## src/rtl/eag_pkg.sv

```systemverilog
`timescale 1ns/1ps
package eag_pkg;
  typedef enum logic [2:0] {
    MODE_PCREL  = 3'b000,
    MODE_INDEX  = 3'b001,
    MODE_BASE   = 3'b010,
    MODE_PREIND = 3'b011,
    MODE_INDIR  = 3'b100
  } eag_mode_e;

  typedef enum logic {
    ST_IDLE = 1'b0,
    ST_WAIT = 1'b1
  } eag_state_e;
endpackage

```

## src/rtl/eag_calc.sv

```systemverilog
`timescale 1ns/1ps
module eag_calc #(
  parameter int AW     = 16,
  parameter int DISP_W = 8,
  parameter int LEN_W  = 2
) (
  input  logic [2:0]       mode,
  input  logic [AW-1:0]    pc,
  input  logic [LEN_W-1:0] ilen,
  input  logic [AW-1:0]    field,
  input  logic [AW-1:0]    reg_val,
  output logic [AW-1:0]    direct_ea,
  output logic [AW-1:0]    ind_addr,
  output logic             is_direct,
  output logic             is_indirect,
  output logic             is_illegal
);
  import eag_pkg::*;

  localparam int EXT_W = AW - DISP_W;

  function automatic logic [AW-1:0] sext_disp(input logic [DISP_W-1:0] d);
    return {{EXT_W{d[DISP_W-1]}}, d};
  endfunction

  function automatic logic [AW-1:0] wrap_add(input logic [AW-1:0] a, input logic [AW-1:0] b);
    return a + b;
  endfunction

  function automatic logic [AW-1:0] pc_after_fetch(input logic [AW-1:0] p, input logic [LEN_W-1:0] n);
    return p + AW'(n);
  endfunction

  logic [AW-1:0] rel_sum;
  logic [AW-1:0] reg_sum;

  assign rel_sum = wrap_add(pc_after_fetch(pc, ilen), sext_disp(field[DISP_W-1:0]));
  assign reg_sum = wrap_add(reg_val, field);

  always_comb begin
    direct_ea   = reg_sum;
    ind_addr    = field;
    is_direct   = 1'b0;
    is_indirect = 1'b0;
    is_illegal  = 1'b0;
    case (mode)
      MODE_PCREL: begin
        direct_ea = rel_sum;
        is_direct = 1'b1;
      end
      MODE_INDEX, MODE_BASE: begin
        is_direct = 1'b1;
      end
      MODE_PREIND: begin
        ind_addr    = reg_sum;
        is_indirect = 1'b1;
      end
      MODE_INDIR: begin
        is_indirect = 1'b1;
      end
      default: is_illegal = 1'b1;
    endcase
  end
endmodule

```

## src/rtl/eag_ctrl.sv

```systemverilog
`timescale 1ns/1ps
module eag_ctrl #(
  parameter int AW = 16
) (
  input  logic          clk,
  input  logic          rst_n,
  input  logic          start,
  input  logic          is_direct,
  input  logic          is_indirect,
  input  logic          is_illegal,
  input  logic [AW-1:0] direct_ea,
  input  logic [AW-1:0] ind_addr,
  input  logic          mem_valid,
  input  logic [AW-1:0] mem_rdata,
  output logic          mem_req,
  output logic [AW-1:0] mem_addr,
  output logic [AW-1:0] ea,
  output logic          done,
  output logic          illegal,
  output logic          busy
);
  import eag_pkg::*;

  eag_state_e state;

  logic accept_start;
  logic take_direct;
  logic take_indirect;
  logic take_illegal;
  logic resp_take;

  assign accept_start  = start && (state == ST_IDLE);
  assign take_direct   = accept_start && is_direct;
  assign take_indirect = accept_start && is_indirect;
  assign take_illegal  = accept_start && is_illegal;
  assign resp_take     = (state == ST_WAIT) && mem_valid;
  assign busy          = (state == ST_WAIT);

  always_ff @(posedge clk) begin
    if (!rst_n) begin
      state    <= ST_IDLE;
      ea       <= '0;
      done     <= 1'b0;
      illegal  <= 1'b0;
      mem_req  <= 1'b0;
      mem_addr <= '0;
    end else begin
      done    <= 1'b0;
      illegal <= 1'b0;
      if (take_direct) begin
        ea   <= direct_ea;
        done <= 1'b1;
      end else if (take_indirect) begin
        mem_req  <= 1'b1;
        mem_addr <= ind_addr;
        state    <= ST_WAIT;
      end else if (take_illegal) begin
        illegal <= 1'b1;
      end
      if (resp_take) begin
        ea      <= mem_rdata;
        done    <= 1'b1;
        mem_req <= 1'b0;
        state   <= ST_IDLE;
      end
    end
  end

  // the mode decode yields exactly one class
  a_r7_one_class: assert property (@(posedge clk) disable iff (!rst_n)
    accept_start |-> $onehot({is_direct, is_indirect, is_illegal}));

  // a direct operation delivers its sum one cycle later
  a_r6_direct_latency: assert property (@(posedge clk) disable iff (!rst_n)
    take_direct |=> done && (ea == $past(direct_ea)));

  // done only follows a direct take or a memory response
  a_r6_done_cause: assert property (@(posedge clk) disable iff (!rst_n)
    done |-> ($past(take_direct) || $past(resp_take)));

  // illegal strobe is quiet on every other output
  a_r7_illegal_quiet: assert property (@(posedge clk) disable iff (!rst_n)
    illegal |-> (!done && !mem_req && $stable(ea)));

  // request held with a steady address until valid
  a_r8_req_hold: assert property (@(posedge clk) disable iff (!rst_n)
    (mem_req && !mem_valid) |=> (mem_req && $stable(mem_addr)));

  // request dropped and result delivered after valid
  a_r8_req_drop: assert property (@(posedge clk) disable iff (!rst_n)
    (mem_req && mem_valid) |=> (!mem_req && done && (ea == $past(mem_rdata))));

  // start during a pending read has no visible effect
  a_r9_busy_ignore: assert property (@(posedge clk) disable iff (!rst_n)
    (busy && start && !mem_valid) |=> (!done && !illegal && mem_req));
endmodule

```

## src/rtl/eag_unit.sv

```systemverilog
`timescale 1ns/1ps
module eag_unit #(
  parameter int AW     = 16,
  parameter int DISP_W = 8,
  parameter int LEN_W  = 2,
  parameter int NREG   = 16,
  localparam int RSEL_W = $clog2(NREG)
) (
  input  logic              clk,
  input  logic              rst_n,
  input  logic              start,
  input  logic [2:0]        mode,
  input  logic [RSEL_W-1:0] reg_sel,
  input  logic [AW-1:0]     pc,
  input  logic [LEN_W-1:0]  ilen,
  input  logic [AW-1:0]     field,
  output logic [RSEL_W-1:0] rf_addr,
  input  logic [AW-1:0]     rf_data,
  output logic              mem_req,
  output logic [AW-1:0]     mem_addr,
  input  logic              mem_valid,
  input  logic [AW-1:0]     mem_rdata,
  output logic [AW-1:0]     ea,
  output logic              done,
  output logic              illegal,
  output logic              busy
);
  logic [AW-1:0] direct_ea;
  logic [AW-1:0] ind_addr;
  logic          is_direct;
  logic          is_indirect;
  logic          is_illegal;

  assign rf_addr = reg_sel;

  eag_calc #(.AW(AW), .DISP_W(DISP_W), .LEN_W(LEN_W)) u_calc (
    .mode        (mode),
    .pc          (pc),
    .ilen        (ilen),
    .field       (field),
    .reg_val     (rf_data),
    .direct_ea   (direct_ea),
    .ind_addr    (ind_addr),
    .is_direct   (is_direct),
    .is_indirect (is_indirect),
    .is_illegal  (is_illegal)
  );

  eag_ctrl #(.AW(AW)) u_ctrl (
    .clk         (clk),
    .rst_n       (rst_n),
    .start       (start),
    .is_direct   (is_direct),
    .is_indirect (is_indirect),
    .is_illegal  (is_illegal),
    .direct_ea   (direct_ea),
    .ind_addr    (ind_addr),
    .mem_valid   (mem_valid),
    .mem_rdata   (mem_rdata),
    .mem_req     (mem_req),
    .mem_addr    (mem_addr),
    .ea          (ea),
    .done        (done),
    .illegal     (illegal),
    .busy        (busy)
  );

  // outputs quiet during the first cycle after reset release
  a_r10_reset_quiet: assert property (@(posedge clk)
    !rst_n |=> (!done && !illegal && !mem_req && !busy && (ea == '0)));
endmodule

```

## config.mk

```make
export PLATFORM = sky130hd
export DESIGN_NAME = eag_unit
export DESIGN_NICKNAME = d
export VERILOG_FILES = /design/src/rtl/eag_pkg.sv /design/src/rtl/eag_calc.sv /design/src/rtl/eag_ctrl.sv /design/src/rtl/eag_unit.sv
export SDC_FILE = /design/constraint.sdc
export NUM_CORES = 1
export LEC_CHECK = 0
export BUFFER_PORTS_ARGS = -buffer_cell sky130_fd_sc_hd__buf_2
export CAP_MARGIN = 10
export CORE_ASPECT_RATIO = 2
export CORE_MARGIN = 4
export CORE_UTILIZATION = 55
export CTS_CLUSTER_SIZE = 12
export DETAILED_ROUTE_END_ITERATION = 8
export HOLD_SLACK_MARGIN = 0.1
export PLACE_DENSITY = 0.87
export SKIP_LAST_GASP = 1
export SLEW_MARGIN = 10
export SYNTH_ARGS = -nofsm -noshare
export SYNTH_HDL_FRONTEND = slang
export SYNTH_SLANG_ARGS = --single-unit
```

## constraint.sdc

```tcl
create_clock -name clk -period 7.9 [get_ports clk]
set_clock_uncertainty 0.05 [all_clocks]
set_input_delay 1.58 -clock clk [delete_from_list [all_inputs] [get_ports clk]]
set_output_delay 1.58 -clock clk [all_outputs]
set_load 0.005 [all_outputs]
```

* Yosys cells after proc, flatten, opt, wreduce, memory -nomap -nowiden *
Index checks and enable logic that the tools add are counted.

operators by class
  multiplexer cells = 10
  equal/unequal tests = 4
  bitwise operators = 3
  reductions and logical operators = 13
  add/sub/neg operators = 3

operators by type and width
  kind                                            number
  two-way mux 16 bit                              4
  adder 16 bit                                    2
  adder 16 x 2 -> 16 bit                          1
  == test 3 x 2 -> 1 bit (second input constant)  2
  two-way mux 1 bit                               6
  OR reduction 3 bit                              2
  logical AND 1 bit                               5
  OR reduction 5 bit                              1
  OR reduction 2 bit                              2
  == test 3 x 1 -> 1 bit (second input constant)  1
  == test 3 bit (second input constant)           1
  zero test 3 bit                                 1
  inverter 1 bit                                  3
  AND reduction 2 bit                             1
  nonzero test 2 bit                              1

word-level totals
  bits of input ports = 77
  logic and storage cells = 38
  output and inout port bits = 40
  register bits after elaboration = 35

* Longest topological paths before layout *
  depth after elaboration = 6
  mapped depth = 14
  gate-level depth less buffers = 14

* Modules after synthesis *
From an unflattened synthesis, not the netlist that was laid out.

second synthesis, totals
  cell total of the unflattened synthesis = 476
  area, all modules = 3,539.6 um^2

by module, submodules not included
  module    instances  area an instance (um^2)  cells each
  eag_calc  1          2,128.3                  299
  eag_ctrl  1          1,381.3                  173
  eag_unit  1          30.0                     4

* Least setup slack after synthesis *
OpenSTA, ideal clock, no wires.

  path type = input to register
  from = in pc[1]
  to = reg u_ctrl.ea[15]
  required time = 7.747 ns
  stages = 12
  slack = 3.792 ns
  arrival = 3.954 ns
  cell sequence = fa_1 -> ha_1 -> inv_1 -> fa_1 -> and2b_1 -> o31a_1 -> nor3_1 -> o31ai_2 -> a311oi_2 -> xnor2_1 -> a211oi_2 -> a2111oi_2

on the way
  longest elaborated chain between the ends = 5

ends and longest elaborated chain
  what                    RTL line        RTL
  from (decl)             eag_unit.sv:14  input logic [AW-1:0] pc,
  adder 16 x 2 -> 16 bit  eag_calc.sv:31  return p + AW'(n);
  adder 16 bit            eag_calc.sv:27  return a + b;
  two-way mux 16 bit      eag_calc.sv:46  case (mode)
  two-way mux 16 bit      eag_ctrl.sv:50  if (take_direct) begin
  two-way mux 16 bit      eag_ctrl.sv:60  if (resp_take) begin
  to (signal assigned)    eag_ctrl.sv:51  ea <= direct_ea;
  to (signal assigned)    eag_ctrl.sv:61  ea <= mem_rdata;
  to (decl)               eag_ctrl.sv:17  output logic [AW-1:0] ea,

Every way passes these cells. The select of a mux whose other input is x is not followed.
A chain may end at the register's enable or synchronous reset.

* Final worst setup path *
Ends and elaborated chain as after synthesis.

==> impl_metrics.env <==
export IMPL_status="finished, final reports clean"
export IMPL_synth_seq_cells=35
export IMPL_synthTopCellsByArea="dfxtp_1, ha_1, a21oi_1"
export IMPL_routedWlPerCell_microns=17.1
export IMPL_diodes=0
export IMPL_synth_most_common_cell="nand2_1"
export IMPL_crit_fanout=3
export IMPL_synth_fp_nets=547
export IMPL_end_kind="flop"
export IMPL_yosysUniqueCellTypes=54
export IMPL_synthAdderAreaFrac_pct=18.3
export IMPL_syn_avg_cell_area_sq_um=7.82
export IMPL_drcViolationCount=0
export IMPL_startpoint_type="input pin"
export IMPL_synthMuxAreaShare_pct=0
export IMPL_slew_violations=0
export IMPL_worstPathRequired_ps=8030
export IMPL_ir_worst_vdd_mv=0.113
export IMPL_fin_total_pwr_mw=0.664
export IMPL_yosys_area_top_type_share_pct=21.1
export IMPL_fillers=523
export IMPL_first_global_vias=3568
export IMPL_grt_pass1_wl_mm=16.2
export IMPL_synth_compound_area_share_pct=28.4
export IMPL_netlist_area_sq_mm=0.00331
export IMPL_ys_flop_type="dfxtp_1"
export IMPL_rsz0062_at_grt="no"
export IMPL_hold_class="flop to flop"
export IMPL_via_per_inst=6.24
export IMPL_path_class="input pin to flop"
export IMPL_clockRootBuffer="clkbuf_16"
export IMPL_drtAntennaViolNets=0
export IMPL_grt_antenna_before_repair=0
export IMPL_clkSinkCount=35
export IMPL_post_cts_buffers=0
export IMPL_stdcell_count=581
export IMPL_synth_top_family_by_area="compound AO/OA/AOI/OAI gates"
export IMPL_critical_path_top_delay_family="adder cells"
export IMPL_drt_wl_total_mm=9.96
export IMPL_pwr_density_cell_mw_per_mm2=166
export IMPL_worst_slack_ps=3810
export IMPL_hpwl_mm=7.90
export IMPL_grt_usage_pct=27.1
export IMPL_leakagePower_nw=1.88
export IMPL_worst_pin_slew_ps=1030
export IMPL_crit_path_top_delay_cell="fa_1"
export IMPL_cts_repair_resized=0
export IMPL_nets=642
export IMPL_yosys_area_share_simple_pct=20.2
export IMPL_setup_violations=0
export IMPL_io_pins=117
export IMPL_finalCriticalPeriod_ps=4090
export IMPL_cts_max_level=2
export IMPL_synthTopCellsByCount="nand2_1, a21oi_1, ha_1, dfxtp_1, nor2_1"
export IMPL_holdWs_ps=400
export IMPL_cap_violations=0
export IMPL_synth_top_cell_by_area="dfxtp_1"
export IMPL_synth_cells=424
export IMPL_path_buf_inv=2
export IMPL_clk_latency_ps=270
export IMPL_die_area_sq_mm=0.00741
export IMPL_period_share_pct=51.8
export IMPL_die_h_microns=118
export IMPL_synth_edff_count=0
export IMPL_crit_path_cell_trace="buf_2, fa_1, ha_1, inv_1, fa_1, and2b_1, o31a_1, nor3_1, o31ai_2, a311oi_2, xnor2_1, a211oi_2, a2111oi_2"
export IMPL_rows=39
export IMPL_slew_headroom_pct=31.0
export IMPL_fp_dieW_microns=62.9
export IMPL_max_freq_ghz=0.244
export IMPL_portBuffers=108
export IMPL_cp_data_arrival_time_ps=4220
export IMPL_synthXorXnorAreaFrac_pct=6.34
export IMPL_drive_above_1_share_pct=25.4
export IMPL_placed_cells=572
export IMPL_vias=3623
export IMPL_grt_max_degree=26
export IMPL_drt_initial_drc_count=249
export IMPL_pre_cts_ws_ps=3520
export IMPL_core_sq_mm=0.00581
export IMPL_start_util_pct=57.1
export IMPL_cts_made_buffers=5
export IMPL_cts_tree="yes"
export IMPL_hold_viol=0
export IMPL_syn_to_final_growth_pct=20.3
export IMPL_finalSetupTns_ps=0
export IMPL_clock_path_buffers=2
export IMPL_ys_warn_count=0
export IMPL_ctsHoldBuffers=0
export IMPL_crit_path_max_incr_delay_ps=530
export IMPL_gp_congestion=0.918
export IMPL_async_reset_ff_share_pct=0
export IMPL_yosysSeqAreaShare_pct=21.1
export IMPL_path_common_cell="fa_1"
export IMPL_grt_overflow=0
export IMPL_firstDrtPassIters=4
export IMPL_clk_pin_slew_worst_paths_ps=60
-- kinds of logic (layout without fill, tap and decap cells) --
kind of cell	count (synthesis)	after routing
simple gates	142	142
xor+xnor	24	24
compound gates	139	139
fa+ha+maj	46	46
buf+inv	38	134
flops	35	35
-- cell usage in the layout, fill, tap and decap left out, drive strengths merged, types with 5 or more instances in the layout --
cell type  netlist  layout
a211oi           8       8
a21o             8       8
a21oi           45      45
a311oi           9       9
a31oi            5       5
buf             12     110
clkbuf          10       5
dfxtp           35      35
ha              42      42
inv             16      16
nand2           50      50
nand2b           8       8
nand3           13      13
nand4            5       5
nor2            35      35
nor3            11      11
o211ai          19      19
o21ai           26      26
xnor2           19      19
xor2             5       5
-- through the flow --
stage / cell area (sq um) / util (%)
2_1_floorplan: 3310 / -
3_3_place_gp: 3810 / 65.6
3_5_place_dp: 3810 / 65.6
4_1_cts: 3980 / 68.5
5_1_grt: 3990 / 68.7
6_report: 3990 / 68.7
-- power by group --
| group | internal [mW] | switching [mW] |
|---|---|---|
| logic | 0.103 | 0.139 |
| clock network | 0.149 | 0.0780 |
| registers | 0.188 | 0.00661 |
| total | 0.440 | 0.223 |
-- layout make-up --
type	count	area [sq um]	share of cell area (%)
timing repair buffer	110	556	13.9
tap	61	76.3	1.91
clock inverter	3	43.8	1.10
sequential	35	701	17.6
inverter	16	60.1	1.51
multi-input combinational	351	2430	60.8
clock buffer	5	125	3.14
-- worst min-delay path, cell delays in order, from the launching register on --
cell and delay, ps:
dfxtp_1 310, nand2_1 50, a21oi_1 50
-- layer usage --
metal | GRT usage, % | vias up | share of wire, %
li1 | - | 1741 | -
met1 | 28.6 | 1665 | 35
met2 | 47.5 | 168 | 50
met3 | 3.63 | 49 | 5.9
met4 | 20.3 | 0 | 8.2
met5 | 0 | - | 0
-- sequential cells by signal, summed over array words and instances (netlist names) --
signal and flops:
u_ctrl.busy 1, u_ctrl.mem_addr 16, u_ctrl.ea 16, u_ctrl.done 1, u_ctrl.illegal 1
-- path summary, 6_finish.rpt --
path                                                      start                              end  slack, ps  depth (start not counted)
worst min register to register  u_ctrl.mem_addr[8]$_SDFFE_PN0P_  u_ctrl.mem_addr[8]$_SDFFE_PN0P_        400                          2
worst min-delay path            u_ctrl.mem_addr[8]$_SDFFE_PN0P_  u_ctrl.mem_addr[8]$_SDFFE_PN0P_        400                          2
worst max-delay path                                      pc[1]       u_ctrl.ea[15]$_SDFFE_PN0P_       3810                         13
worst max register to register         u_ctrl.busy$_SDFFE_PP0P_        u_ctrl.ea[3]$_SDFFE_PN0P_       5690                          5
Power figures use the tool's default switching activity.
